### src/rtl/bcd_arith_pkg.sv
package bcd_arith_pkg;

    typedef logic [3:0] bcd_t;

    typedef enum logic {
        OP_ADD = 1'b0,
        OP_SUB = 1'b1
    } arith_op_t;

    typedef struct packed {
        logic carry;
        bcd_t digit;
    } digit_sum_t;

    function automatic bcd_t nines_of(input bcd_t d);
        return 4'd9 - d;
    endfunction

    function automatic digit_sum_t bcd_digit_sum(input bcd_t x, input bcd_t y, input logic ci);
        logic [4:0] raw;
        logic [4:0] fixed;
        digit_sum_t r;
        raw = {1'b0, x} + {1'b0, y} + {4'b0, ci};
        if (raw > 5'd9) begin
            fixed   = raw + 5'd6;
            r.digit = fixed[3:0];
            r.carry = 1'b1;
        end else begin
            r.digit = raw[3:0];
            r.carry = 1'b0;
        end
        return r;
    endfunction

endpackage

### src/rtl/bcd_digit_cell.sv
module bcd_digit_cell
    import bcd_arith_pkg::*;
(
    input  bcd_t x,
    input  bcd_t y,
    input  logic ci,
    output bcd_t s,
    output logic co
);
    digit_sum_t r;

    assign r  = bcd_digit_sum(x, y, ci);
    assign s  = r.digit;
    assign co = r.carry;
endmodule

### src/rtl/bcd_ripple.sv
module bcd_ripple #(
    parameter int NUM_DIGITS = 3,
    localparam int MW = 4 * NUM_DIGITS
) (
    input  logic [MW-1:0] x,
    input  logic [MW-1:0] y,
    input  logic          ci,
    output logic [MW-1:0] s,
    output logic          co
);
    logic [NUM_DIGITS:0] c;

    assign c[0] = ci;

    for (genvar g = 0; g < NUM_DIGITS; g++) begin : g_digit
        bcd_digit_cell u_cell (
            .x  (x[4*g +: 4]),
            .y  (y[4*g +: 4]),
            .ci (c[g]),
            .s  (s[4*g +: 4]),
            .co (c[g+1])
        );
    end

    assign co = c[NUM_DIGITS];
endmodule

### src/rtl/bcd_nines_cmp.sv
module bcd_nines_cmp
    import bcd_arith_pkg::*;
#(
    parameter int NUM_DIGITS = 3,
    localparam int MW = 4 * NUM_DIGITS
) (
    input  logic [MW-1:0] d,
    input  logic          en,
    output logic [MW-1:0] q
);
    for (genvar g = 0; g < NUM_DIGITS; g++) begin : g_digit
        assign q[4*g +: 4] = en ? nines_of(d[4*g +: 4]) : d[4*g +: 4];
    end
endmodule

### src/rtl/bcd_addsub_unit.sv
module bcd_addsub_unit
    import bcd_arith_pkg::*;
#(
    parameter int NUM_DIGITS = 3,
    localparam int MW = 4 * NUM_DIGITS,
    localparam int W  = MW + 4
) (
    input  logic         clk,
    input  logic         rst,
    input  logic         in_valid,
    input  logic         op_sub,
    input  logic [W-1:0] a_word,
    input  logic [W-1:0] b_word,
    output logic         out_valid,
    output logic [W-1:0] res_word,
    output logic         ovf
);
    arith_op_t op;
    assign op = arith_op_t'(op_sub);

    // Operand A: nines complement plus one gives tens-complement form
    logic          a_neg;
    logic [MW-1:0] a_nc, a_tc;
    logic          a_co, a_tsign;

    assign a_neg = |a_word[W-1:MW];

    bcd_nines_cmp #(.NUM_DIGITS(NUM_DIGITS)) u_cmp_a (
        .d (a_word[MW-1:0]), .en (a_neg), .q (a_nc)
    );

    bcd_ripple #(.NUM_DIGITS(NUM_DIGITS)) u_inc_a (
        .x (a_nc), .y ('0), .ci (a_neg), .s (a_tc), .co (a_co)
    );

    assign a_tsign = a_neg ^ a_co;   // sign digit wraps modulo 2

    // Operand B: nines complement only, its +1 is the main carry-in
    logic          b_neg, b_eff_neg;
    logic [MW-1:0] b_nc;

    assign b_neg     = (|b_word[W-1:MW]) ^ (op == OP_SUB);
    assign b_eff_neg = b_neg & (|b_word[MW-1:0]);

    bcd_nines_cmp #(.NUM_DIGITS(NUM_DIGITS)) u_cmp_b (
        .d (b_word[MW-1:0]), .en (b_neg), .q (b_nc)
    );

    // Main decimal adder
    logic [MW-1:0] sum_d;
    logic          sum_co, sum_sign;

    bcd_ripple #(.NUM_DIGITS(NUM_DIGITS)) u_main (
        .x (a_tc), .y (b_nc), .ci (b_neg), .s (sum_d), .co (sum_co)
    );

    assign sum_sign = a_tsign ^ b_neg ^ sum_co;

    // Back to sign plus magnitude
    logic [MW-1:0] sum_nc, mag_out;
    logic          mag_co, neg_full;

    bcd_nines_cmp #(.NUM_DIGITS(NUM_DIGITS)) u_cmp_r (
        .d (sum_d), .en (sum_sign), .q (sum_nc)
    );

    bcd_ripple #(.NUM_DIGITS(NUM_DIGITS)) u_inc_r (
        .x (sum_nc), .y ('0), .ci (sum_sign), .s (mag_out), .co (mag_co)
    );

    // Internal value of exactly minus 10^N has no magnitude in N digits
    assign neg_full = sum_sign & mag_co;

    logic ovf_c;
    assign ovf_c = ((a_tsign == b_eff_neg) && (sum_sign != a_tsign)) || neg_full;

    always_ff @(posedge clk) begin
        if (rst) begin
            out_valid <= 1'b0;
            res_word  <= '0;
            ovf       <= 1'b0;
        end else begin
            out_valid <= in_valid;
            if (in_valid) begin
                res_word <= {3'b000, sum_sign, mag_out};
                ovf      <= ovf_c;
            end
        end
    end
endmodule

### config.mk
export PLATFORM = sky130hd
export DESIGN_NAME = bcd_addsub_unit
export DESIGN_NICKNAME = d
export VERILOG_FILES = /design/src/rtl/bcd_arith_pkg.sv /design/src/rtl/bcd_digit_cell.sv /design/src/rtl/bcd_ripple.sv /design/src/rtl/bcd_nines_cmp.sv /design/src/rtl/bcd_addsub_unit.sv
export SDC_FILE = /design/constraint.sdc
export NUM_CORES = 1
export LEC_CHECK = 0
export BUFFER_PORTS_ARGS = -buffer_cell sky130_fd_sc_hd__buf_2
export CORE_ASPECT_RATIO = 0.8
export CORE_MARGIN = 3
export CORE_UTILIZATION = 53
export DETAILED_ROUTE_END_ITERATION = 6
export GPL_TIMING_DRIVEN = 0
export PLACE_DENSITY = 0.86
export SKIP_LAST_GASP = 1
export SLEW_MARGIN = 20
export SYNTH_ARGS = -nofsm -noshare
export SYNTH_HDL_FRONTEND = slang
export SYNTH_SLANG_ARGS = --single-unit
export TNS_END_PERCENT = 50
### constraint.sdc
create_clock -name clk -period 13.96 [get_ports clk]
set_input_delay 1.396 -clock clk [delete_from_list [all_inputs] [get_ports clk]]
set_output_delay 1.396 -clock clk [all_outputs]
set_load 0.05 [all_outputs]
Word-level counts from Yosys, hierarchy flattened --
Cells that the tools add are included.
Word-level totals: bits in registers 15, input port bits 36, output and inout port bits 18
Cells by class: add/sub/neg operators 30, magnitude comparators 9, equal/unequal tests 2, multiplexer cells 18, bitwise operators 6, reduce and logical (&&, ||, !) cells 5
Operator list (count):
- greater-than comparator 5 x 4 -> 1 bit, second input constant | 9
- two-way mux 5 bit | 9
- adder 4 x 3 -> 4 bit, second input constant | 9
- two-way mux 4 bit | 9
- subtractor 4 bit, first input constant | 9
- adder 4 x 1 -> 5 bit | 6
- adder 4 x 4 -> 5 bit | 3
- adder 5 x 1 -> 5 bit | 3
- OR reduction 12 bit | 1
- OR reduction 4 bit | 2
- XOR 1 bit | 4
- bitwise AND 1 bit | 2
- == test 1 bit | 1
- logical AND 1 bit | 1
- logical OR 1 bit | 1
- inequality test 1 bit | 1

Logic depth before layout (Yosys ltp) --
Gate-level depths: netlist (run 1).
depth after elaboration 28, mapped depth 63

By module --
A second synthesis (run 1) with hierarchy kept.
Unflattened totals: cell total of the unflattened synthesis 357, area total of the unflattened synthesis 3240.6 um^2
Modules (own cells, without submodules):
- bcd_digit_cell | instances 9, cells each 23, area each 217.7 um^2, seq. area each 0.0 um^2
- bcd_addsub_unit | instances 1, cells each 66, area each 684.4 um^2, seq. area each 300.3 um^2
- bcd_nines_cmp | instances 3, cells each 28, area each 198.9 um^2, seq. area each 0.0 um^2

Worst setup path after synthesis (run 1) --
OpenSTA, ideal clock, no wires.
path type input to register, start in a_word[13], end reg ovf, arrival 14.110 ns, required time 13.836 ns, path slack -0.274 ns, stages on the path 62, cells stage by stage nor4_1 buf_2 inv_2 ha_1 ha_1 xor2_1 ha_1 a21oi_1 a22o_1 xnor2_1 inv_1 fa_1 clkbuf_1 xor2_1 and2_1 clkbuf_1 o41ai_2 a31oi_1 [... 26 more ...] xnor2_1 ha_1 nand2_1 nand2_1 o21ai_0 o21ai_0 a21o_1 ha_1 ha_1 xnor2_1 ha_1 inv_1 nor2_1 nor4_1 a32oi_1 nand3_1 o311ai_1 o21ai_1
On the way: word-level cells in the longest chain between the ends 28
Ends and longest elaborated chain:
- from (decl) | RTL line bcd_addsub_unit.sv:12 | input logic [W-1:0] a_word,
- OR reduction 4 bit * | RTL line bcd_addsub_unit.sv:26 | assign a_neg = |a_word[W-1:MW];
- two-way mux 4 bit | RTL line bcd_nines_cmp.sv:12 | assign q[4*g +: 4] = en ? nines_of(d[4*g +: 4]) : d[4*g +: 4];
- adder 4 x 1 -> 5 bit | RTL line bcd_arith_pkg.sv:23 | raw = {1'b0, x} + {1'b0, y} + {4'b0, ci};
- adder 4 x 3 -> 4 bit or greater-than comparator 5 x 4 -> 1 bit (tied branches) | RTL line bcd_arith_pkg.sv:25, bcd_arith_pkg.sv:24
- two-way mux 5 bit | RTL line bcd_arith_pkg.sv:24 | if (raw > 5'd9) begin
- adder 4 x 4 -> 5 bit or adder 4 x 1 -> 5 bit (tied branches) | RTL line bcd_arith_pkg.sv:23
- adder 5 x 1 -> 5 bit, or another cell as far along | RTL line bcd_arith_pkg.sv:23
- greater-than comparator 5 x 4 -> 1 bit or two-way mux 5 bit (tied branches) | RTL line bcd_arith_pkg.sv:24
- [... 12 more ...]
- adder 4 x 1 -> 5 bit | RTL line bcd_arith_pkg.sv:23
- greater-than comparator 5 x 4 -> 1 bit | RTL line bcd_arith_pkg.sv:24
- two-way mux 5 bit | RTL line bcd_arith_pkg.sv:24
- adder 4 x 1 -> 5 bit | RTL line bcd_arith_pkg.sv:23
- greater-than comparator 5 x 4 -> 1 bit | RTL line bcd_arith_pkg.sv:24
- two-way mux 5 bit | RTL line bcd_arith_pkg.sv:24
- bitwise AND 1 bit | RTL line bcd_addsub_unit.sv:72 | assign neg_full = sum_sign & mag_co;
- logical OR 1 bit * | RTL line bcd_addsub_unit.sv:75 | assign ovf_c = ((a_tsign == b_eff_neg) && (sum_sign != a_tsign)) || neg_full;
- to (signal assigned) | RTL line bcd_addsub_unit.sv:86 | ovf <= ovf_c;
- to (decl) | RTL line bcd_addsub_unit.sv:16 | output logic ovf
Every way passes the cells marked *; elsewhere a longest branch is shown, timed or not. A chain may end at the register's enable or synchronous reset.

Final worst setup path (run 1) --
Same ends and word-level chain as after synthesis.

==> out/metrics.yaml, run 1 <==
status: "completed"
critPathMaxStageDelay_ns: 0.50
finalSetupTns_ns: 0
drive_gt1_share_pct: 28.5
hold_viol: 0
clockRootBuffer: "clkbuf_8"
min_period_over_period_pct: 96.9
hold_path_depth: 1
die_y_um: 76.5
syn-cell-area_sq_mm: 0.00329
drt_iter0_markers: 317
ff2ff_path_depth: 2
cp_data_arrival_time_ns: 13.65
ys.flop_type: "dfxtp_1"
htreeDepth: 1
path_max_fanout: 9
setup_viol: 0
drc: 0
synth_cells: 421
yosysUniqueCellTypes: 74
finalNetCount: 577
synthArstFlopShare_pct: 0
grt_pass1_wl_um: 13800
cts_inserted_buffers: 3
slowest_stage: "fa_2"
dieWidth_um: 94.1
yosysTopAreaCell: "ha_1"
worstPathRequired_ns: 14.09
max_slew_margin_pct: 51.5
period_minus_slack_ns: 13.52
synthTopCellsByArea: "ha_1 (16%), dfxtp_1 (9.1%), xnor2_1 (8.3%), inv_1 (5.0%), nand2_1 (4.0%)"
gp_congestion: 0.873
worstSetupPathType: "input pin to flop"
maxCapViolations: 0
hold_slack_ns: 0.470
routedWlPerCell_um: 15.1
mostFrequentLayoutCells: "buf_2 (51), inv_1 (42), nand2_1 (35), ha_1 (31), nor2_1 (26)"
grt_max_degree: 11
seq_area_frac_synth_pct: 9.13
start_util_pct: 55.1
antenna_cells: 0
clock_path_buffers: 2
dp.final_hpwl_um: 6290
layout_commonest_cell: "buf_2"
portBuffers: 49
startpoint_type: "input pin"
syn_area_per_cell_sq_um: 7.81
synth_top_area_share_pct: 15.6
synth_edf_count: 0
worst_slew_pin_slew_ns: 0.725
drt_pre_antenna_iters: 7
clock_latency_ns: 0.24
routed_wl_um: 8660
grt_antenna_before_repair: 0
grtUsageTotal_pct: 22.4
finalClockSkew_ns: 0
critPathCaptureType: "flop"
clk_pin_slew_ns: 0.06
ys_ff_latch: 15
hold_class: "flop to flop"
die-area_sq_mm: 0.00719
syn2layout_area_growth_pct: 25.0
yosysWarnings: 0
cpMostUsedCell: "ha_2"
grt_pass1_vias: 3269
num_rows: 25
clock-sinks: 15
ant_nets: 0
cts_tree: "yes"
max_freq_mhz: 74.0
hold_buffers: 0
num_vias: 3437
slew_viol_final: 0
gr-total-overflow: 0
core_area_sq_mm: 0.00597
final_util_pct: 68.8
avgViaCountPerCell: 5.98
io_pins: 54
## stage by stage
step,instance area (sq um),setup WS [ns],cells
6_report,4110,0.438,575
3_3_place_gp,3660,-1.18,553
3_5_place_dp,3660,-1.71,553
5_1_grt,4110,-0.188,575
2_1_floorplan,3310,0.111,423
4_1_cts,3880,0.0375,563
## worst max-delay path, delay by kind of cell
family                     cells  cell delay, ns
adders and majority gates     17            4.75
buffers and inverters          9            1.16
xor gates and xnor gates       8            1.55
muxes                          1            0.21
and+or+nand+nor                9            1.32
AOI/OAI and AO/OA             17            3.22
## final cells by class
cell class	instances	area, sq um
fillers	433	1860
clock buffers	4	45.0
multi-input cells	349	3030
repair buffers	69	399
inverters	45	169
well taps	81	101
flip-flops and latches	15	300
plain buffers	12	62.6
## per-layer routing
layer	global-route usage, %	part of all wire, %
met1	27.7	43
met2	40.4	51
met3	3.75	5.0
met4	4.76	1.3
met5	0	0
## logic make-up (layout without fill, tap and decap cells)
logic type,Yosys count,in the layout,synth area share [%]
adders and majority gates,46,46,18.6
and+or+nand+nor,139,139,22.9
xor gates and xnor gates,45,45,12.8
buffers and inverters,59,130,7.19
muxes,15,15,5.21
AOI/OAI and AO/OA,101,101,24.0
other,1,3,0.114
DFF,15,15,9.13
## path summary, 6_finish.rpt
check                    from     endpoint  slack, ns
setup reg to reg  res_word[1]  res_word[1]      12.96
hold reg to reg   res_word[3]  res_word[3]       0.47
hold / removal    res_word[3]  res_word[3]       0.47
setup / recovery   a_word[13]          ovf       0.44
## state kept, by name, indices dropped and copies added (netlist names)
signal	flops
out_valid	1
ovf	1
res_word	13
## cell usage after synthesis, types with 3 or more instances
cell / n
a211oi_1: 4
a21boi_0: 4
a21o_1: 4
a21oi_1: 16
a311oi_1: 3
a31oi_1: 6
and2_1: 7
and3_1: 5
buf_2: 3
buf_4: 3
clkbuf_1: 8
dfxtp_1: 15
fa_1: 5
ha_1: 41
inv_1: 44
mux2i_1: 10
nand2_1: 35
nand2b_1: 5
nand3_1: 11
nand3b_1: 4
nand4_1: 4
nand4b_1: 4
nor2_1: 27
nor2b_1: 11
nor3_1: 4
nor3b_1: 3
nor4_1: 8
o211a_1: 3
o211ai_1: 9
o21ai_0: 17
o22ai_1: 4
o311ai_1: 3
o41a_1: 3
xnor2_1: 31
xor2_1: 12
## what timing repair did
| action | in CTS | in global routing |
|---|---|---|
| endpoints found under the hold margin | 0 | 0 |
| pin swaps | 8 | 17 |
| gates resized for setup | 24 | 34 |
| cloned | 0 | 0 |
| setup endpoints to repair | 5 | 4 |
| setup buffers | 8 | 12 |
Power of run 1 is left out: the tool's default activity adds up to more than one toggle a clock period on the data nets, which glitch-free logic cannot reach.
==> inputs of run 2 (changes only) <==
--- a/config.mk
+++ b/config.mk
@@ -8,10 +8,10 @@
 export BUFFER_PORTS_ARGS = -buffer_cell sky130_fd_sc_hd__buf_2
 export CORE_ASPECT_RATIO = 0.8
 export CORE_MARGIN = 3
-export CORE_UTILIZATION = 53
+export CORE_UTILIZATION = 59
 export DETAILED_ROUTE_END_ITERATION = 6
 export GPL_TIMING_DRIVEN = 0
-export PLACE_DENSITY = 0.86
+export PLACE_DENSITY = 0.9
 export SKIP_LAST_GASP = 1
 export SLEW_MARGIN = 20
 export SYNTH_ARGS = -nofsm -noshare
==> constraint.sdc (replaced) <==
create_clock -name clk -period 12.7 [get_ports clk]
set_input_delay 1.27 -clock clk [delete_from_list [all_inputs] [get_ports clk]]
set_output_delay 1.27 -clock clk [all_outputs]
set_load 0.05 [all_outputs]
==> run 2 against run 1 <==
The run now fails in global routing (5_1_grt). Area after synthesis did not move. Synthesized cell count did not move.
==> out/metrics.yaml, run 2 <==
worst-ep-kind: "register input"
portBuffers: 49
seq_area_frac_synth_pct: 9.13
yosysWarnings: 0
die_y_um: 72.8
dp.final_hpwl_um: 6480
io_pins: 54
clock-sinks: 15
dieWidth_um: 89.5
synth_cells: 421
synthTopCellsByArea: "ha_1 (16%), dfxtp_1 (9.1%), xnor2_1 (8.3%), inv_1 (5.0%), nand2_1 (4.0%)"
worst_endpoint: "res_word[9]$_SDFFE_PP0P_/D"
clockRootBuffer: "clkbuf_8"
syn-cell-area_sq_mm: 0.00329
dpl.cell_count: 547
start_util_pct: 63.2
gp_congestion: 0.867
yosysTopAreaCell: "ha_1"
htreeDepth: 1
status: "aborted with a tool error"
synthArstFlopShare_pct: 0
synth.most_common_cell: "inv_1"
num_rows: 23
ys.flop_type: "dfxtp_1"
clock_path_buffers: 2
grt_max_degree: 11
synth_top_area_share_pct: 15.6
ys_ff_latch: 15
cts_inserted_buffers: 3
haltStage: "global routing (5_1_grt)"
gr-total-overflow: 1
error: "[ERROR GRT-0232] Routing congestion too high. Check the congestion heatmap in the GUI."
synth_edf_count: 0
yosysUniqueCellTypes: 74
grtUsageTotal_pct: 64.5
yosys-top-cells-count: "inv_1 (44), ha_1 (41), nand2_1 (35)"
syn_area_per_cell_sq_um: 7.81
[run 2: cells by family after synthesis]
group	count (synthesis)	share of synthesized area [%]
AND/OR/NAND/NOR	139	22.9
AO/OA/AOI/OAI	101	24.0
buffers and inverters	59	7.19
adder cells (fa/ha/maj)	46	18.6
XOR/XNOR	45	12.8
multiplexers	15	5.21
flip-flops	15	9.13
other	1	0.114
[run 2: what timing repair did]
item	CTS
setup buffers	57
pin swaps	33
hold buffers	0
endpoints found under the setup margin	4
resized for setup	22
[run 2: per-layer routing]
| metal | global-route usage (%) | GRT overflow |
|---|---|---|
| met5 | 8.26 | 0 |
| met2 | 81.9 | 0 |
| met4 | 51.6 | 1 |
| met1 | 64.3 | 0 |
| met3 | 57.4 | 0 |
[run 2: metrics by stage]
step                      instance area, sq um  worst slack, ns  hold WS [ns]
after global placement                    3900           -0.869         0.450
after detailed placement                  3900            -1.22         0.457
after CTS                                 4450           0.0278         0.471
after floorplan                           3560          0.00473         0.661
==> inputs of run 3 (changes only) <==
--- a/config.mk
+++ b/config.mk
@@ -6,12 +6,11 @@
 export NUM_CORES = 1
 export LEC_CHECK = 0
 export BUFFER_PORTS_ARGS = -buffer_cell sky130_fd_sc_hd__buf_2
-export CORE_ASPECT_RATIO = 0.8
 export CORE_MARGIN = 3
-export CORE_UTILIZATION = 59
+export CORE_UTILIZATION = 40
 export DETAILED_ROUTE_END_ITERATION = 6
 export GPL_TIMING_DRIVEN = 0
-export PLACE_DENSITY = 0.9
+export PLACE_DENSITY_LB_ADDON = 0.15
 export SKIP_LAST_GASP = 1
 export SLEW_MARGIN = 20
 export SYNTH_ARGS = -nofsm -noshare
==> run 3 against run 2 <==
The run now ends clean.
==> out/metrics.yaml, run 3 (same netlist as run 1, synthesis figures left out) <==
die-area_sq_mm: 0.00935
die_y_um: 96.7
grt_antenna_before_repair: 0
grt_pass1_vias: 3057
cts_tree: "yes"
drc: 0
finalClockSkew_ns: 0
gr-total-overflow: 0
hold_buffers: 0
layout_commonest_cell: "buf_2"
ant_nets: 0
maxCapViolations: 0
drive_gt1_share_pct: 37.7
num_rows: 32
reg_top3: "res_word x13, out_valid x1, ovf x1"
clock_latency_ns: 0.25
worstPathRequired_ns: 12.82
period_minus_slack_ns: 12.56
clock_path_buffers: 2
critPathCaptureType: "flop"
syn2layout_area_growth_pct: 40.5
drt_iter0_markers: 140
num_vias: 3354
hold_class: "flop to flop"
slew_viol_final: 0
largest_reg_flops: 13
clock-sinks: 15
htreeDepth: 1
max_freq_mhz: 79.6
portBuffers: 49
dieWidth_um: 96.7
min_period_over_period_pct: 98.9
io_pins: 54
hold_viol: 0
clockRootBuffer: "clkbuf_8"
critPathMaxStageDelay_ns: 0.43
fin_ws_ns: 0.136
cts_inserted_buffers: 3
worst_slew_pin_slew_ns: 0.934
setup_viol: 0
final_cells: 622
antenna_cells: 0
drt_pre_antenna_iters: 6
nFillCells: 729
clk_pin_slew_ns: 0.06
path_max_fanout: 6
grt_max_degree: 11
dp.final_hpwl_um: 6400
multi_input_area_sq_mm: 0.00327
path_buf_inv: 9
pre_cts_slack_ns: -1.13
cpMostUsedCell: "ha_2"
max_slew_margin_pct: 37.3
grtUsageTotal_pct: 16.6
avgViaCountPerCell: 5.39
cp_data_arrival_time_ns: 12.69
start_util_pct: 41.9
rsz0062_at_grt: "yes"
mostFrequentLayoutCells: "buf_2 (48), buf_4 (45), inv_1 (37), nand2_1 (33), nor2_1 (26)"
worstSetupPathType: "input pin to flop"
core_area_sq_mm: 0.00785
status: "completed"
gp_congestion: 0.844
regMostFlops: "res_word"
finalNetCount: 603
startpoint_type: "input pin"
slowest_stage: "fa_2"
dpl.cell_count: 574
grt_pass1_wl_um: 13600
crit_family: "compound AO/OA/AOI/OAI gates"
routed_wl_um: 8450
regArea_sq_um: 300
routedWlPerCell_um: 13.6
-- run 3: routing by layer --
layer  share of wire (%)  up-vias  GRT usage (%)  wire length (um)
li1                    -     1719              -                 -
met1                  44     1573           21.1              3680
met2                  53       57           29.9              4440
met3                 3.4        5           2.31               287
met4                0.52        0           3.46                44
met5                   0        -              0                 0
-- run 3: worst paths after layout --
check / cells after the start / slack [ns] / from / end
worst max-delay path: 62 / 0.14 / a_word[14] / res_word[9]
worst min-delay path: 1 / 0.48 / res_word[3] / res_word[3]
worst max register to register: 2 / 11.76 / res_word[1] / res_word[1]
worst min register to register: 1 / 0.48 / res_word[3] / res_word[3]
-- run 3: what timing repair did --
action,in CTS,in global routing
buffers inserted,20,25
pin swaps,29,44
setup endpoints to repair,4,4
cloned,0,0
resized for setup,7,60
-- run 3: area by class of cell --
type	instances	area share, %
multi-input cells	349	70.8
repair buffers	94	13.1
flip-flops and latches	15	6.50
inverters	45	3.98
well taps	102	2.76
plain buffers	13	1.87
clock buffers	4	0.975
-- run 3: through the flow --
step                      area, sq um  utilization (%)  hold WS (ns)  TNS [ns]
after floorplan                  3560                -         0.661         0
after global placement           3930             50.1         0.456     -3.67
after detailed placement         3930             50.1         0.462     -3.92
after CTS                        4140             52.8         0.477         0
after global routing             4620             58.9         0.495     -1.44
final                            4620             58.9         0.475         0
Power of run 3 is left out for the same reason.
==> inputs of run 4 (changes only) <==
--- a/config.mk
+++ b/config.mk
@@ -5,6 +5,7 @@
 export SDC_FILE = /design/constraint.sdc
 export NUM_CORES = 1
 export LEC_CHECK = 0
+export ABC_AREA = 1
 export BUFFER_PORTS_ARGS = -buffer_cell sky130_fd_sc_hd__buf_2
 export CORE_MARGIN = 3
 export CORE_UTILIZATION = 40
==> run 4 against run 3 <==
Via count decreased by 9.3%. Synthesized cell count is 13% higher. Worst setup slack improved by 0.93 ns. Non-clock buffer count decreased by 39. Clock skew did not move. Final cell count up 2.9%. Global-route usage down 1.2 points. Die area is 6.6% lower. Largest cell class unchanged. Critical path depth increased by 15. Critical endpoint is now res_word[11]. Sequential share of layout area increased by 1.8 points. Routed wire length shrank 19%.
==> out/metrics.yaml, run 4 <==
status: "completed"
grtUsageTotal_pct: 15.5
routedWlPerCell_um: 10.6
grt_antenna_before_repair: 0
hold_class: "flop to flop"
max_slew_margin_pct: 60.8
num_rows: 31
period_minus_slack_ns: 11.64
die-area_sq_mm: 0.00873
start_util_pct: 41.7
max_freq_mhz: 85.9
worst_slew_pin_slew_ns: 0.584
path_max_fanout: 10
io_pins: 54
worstPathRequired_ns: 12.89
startpoint_type: "input pin"
path_buf_inv: 17
avgViaCountPerCell: 4.75
slowest_stage: "fa_1"
grt_pass1_vias: 2802
rsz0062_at_grt: "no"
yosysUniqueCellTypes: 38
hold_viol: 0
worstSetupPathType: "input pin to flop"
antenna_cells: 0
cpMostUsedCell: "nand2_1"
ys.flop_type: "dfxtp_1"
grt_max_degree: 11
yosysWarnings: 0
drive_gt1_share_pct: 24.0
yosysTopAreaCell: "ha_1"
gp_congestion: 0.784
hold_buffers: 0
synthTopCellsByArea: "ha_1 (17%), nand2_1 (14%), inv_1 (11%), dfxtp_1 (9.8%), xor2_1 (6.9%)"
largest_reg_flops: 13
synth.most_common_cell: "nand2_1"
hold_slack_ns: 0.470
regMostFlops: "res_word"
dp.final_hpwl_um: 5820
routed_wl_um: 6810
cts_inserted_buffers: 3
cts_tree: "yes"
syn-cell-area_sq_mm: 0.00306
synth_cells: 475
clk_pin_slew_ns: 0.06
layout_commonest_cell: "nand2_1"
clock_path_buffers: 2
syn2layout_area_growth_pct: 18.9
gr-total-overflow: 0
crit_family: "adder cells"
setup_viol: 0
ant_nets: 0
finalClockSkew_ns: 0
drt_iter0_markers: 76
ys_ff_latch: 15
cp_data_arrival_time_ns: 11.83
pre_cts_slack_ns: 0.145
clockRootBuffer: "clkbuf_8"
portBuffers: 50
seq_area_frac_synth_pct: 9.82
reg_top3: "res_word x13, out_valid x1, ovf x1"
fin_ws_ns: 1.06
critPathMaxStageDelay_ns: 0.49
mostFrequentLayoutCells: "nand2_1 (108), inv_1 (91), buf_2 (53), ha_1 (40), nand3_1 (38)"
drc: 0
synth_top_area_share_pct: 16.8
grt_pass1_wl_um: 11500
maxCapViolations: 0
slew_viol_final: 0
multi_input_area_sq_mm: 0.00241
die_y_um: 93.4
regArea_sq_um: 300
critPathCaptureType: "flop"
min_period_over_period_pct: 91.6
yosys-top-cells-count: "nand2_1 (110), inv_1 (91), ha_1 (41)"
dieWidth_um: 93.4
synth_edf_count: 0
clock_latency_ns: 0.24
nFillCells: 767
htreeDepth: 1
syn_area_per_cell_sq_um: 6.44
synthArstFlopShare_pct: 0
core_area_sq_mm: 0.00733
finalNetCount: 624
num_vias: 3041
finalSetupTns_ns: 0
clock-sinks: 15
drt_pre_antenna_iters: 5
run 4: cell types whose count changed in the layout (fill, tap and decap cells not counted), moves of 9 or more:
cell,change
xnor2_1,-18
nand2_1,+75
inv_1,+54
buf_4,-32
mux2i_1,-9
xor2_1,+15
a21oi_1,+9
nand2_2,+15
nor2b_1,-11
nand3_2,+11
nand3_1,+29
ha_1,+18
ha_4,-10
run 4: final timing paths:
check | start | to | slack, ns | cells after the start
max | a_word[15] | res_word[11] | 1.06 | 77
min | ovf | ovf | 0.47 | 2
max reg2reg | res_word[9] | res_word[9] | 12.06 | 2
min reg2reg | ovf | ovf | 0.47 | 2
run 4: kinds of logic after synthesis:
group / count (synthesis) / share of synthesized area (%)
DFF: 15 / 9.82
and+or+nand+nor: 216 / 34.8
adders and majority gates: 46 / 20.1
buffers and inverters: 103 / 14.0
xor gates and xnor gates: 33 / 9.46
other: 1 / 0.123
AOI/OAI and AO/OA: 61 / 11.8
run 4: metrics by stage:
stage,util [%],std cells,cell area (sq um)
2_1_floorplan,-,477,3060
3_3_place_gp,46.9,626,3440
3_5_place_dp,46.9,626,3440
4_1_cts,47.5,630,3480
5_1_grt,49.6,640,3630
6_report,49.6,640,3630
run 4: cell type report:
cell class              count  area share, %
multi-input cells         359           66.4
inverters                  95           9.81
repair buffers             60           8.95
well taps                  99           3.41
flip-flops and latches     15           8.26
clock buffers               4           1.24
plain buffers               8           1.96
run 4: worst min-delay path: cells and delay by family (launching register included):
kind	cells	cell delay, ns
AO/OA/AOI/OAI	1	0.05
flip-flops	1	0.31
AND/OR/NAND/NOR	1	0.06
run 4: timing repair:
action | CTS | global route
setup buffers | 0 | 10
setup endpoints to repair | 0 | 4
gates resized for setup | 0 | 18
run 4: routing by layer:
layer	GRT usage (%)	share of wire, %	vias up
met5	0	0	-
met2	28.1	48	26
met1	20.5	50	1380
met4	1.10	0.25	0
met3	1.61	1.8	2
li1	-	-	1633
Power of run 4 is left out for the same reason.
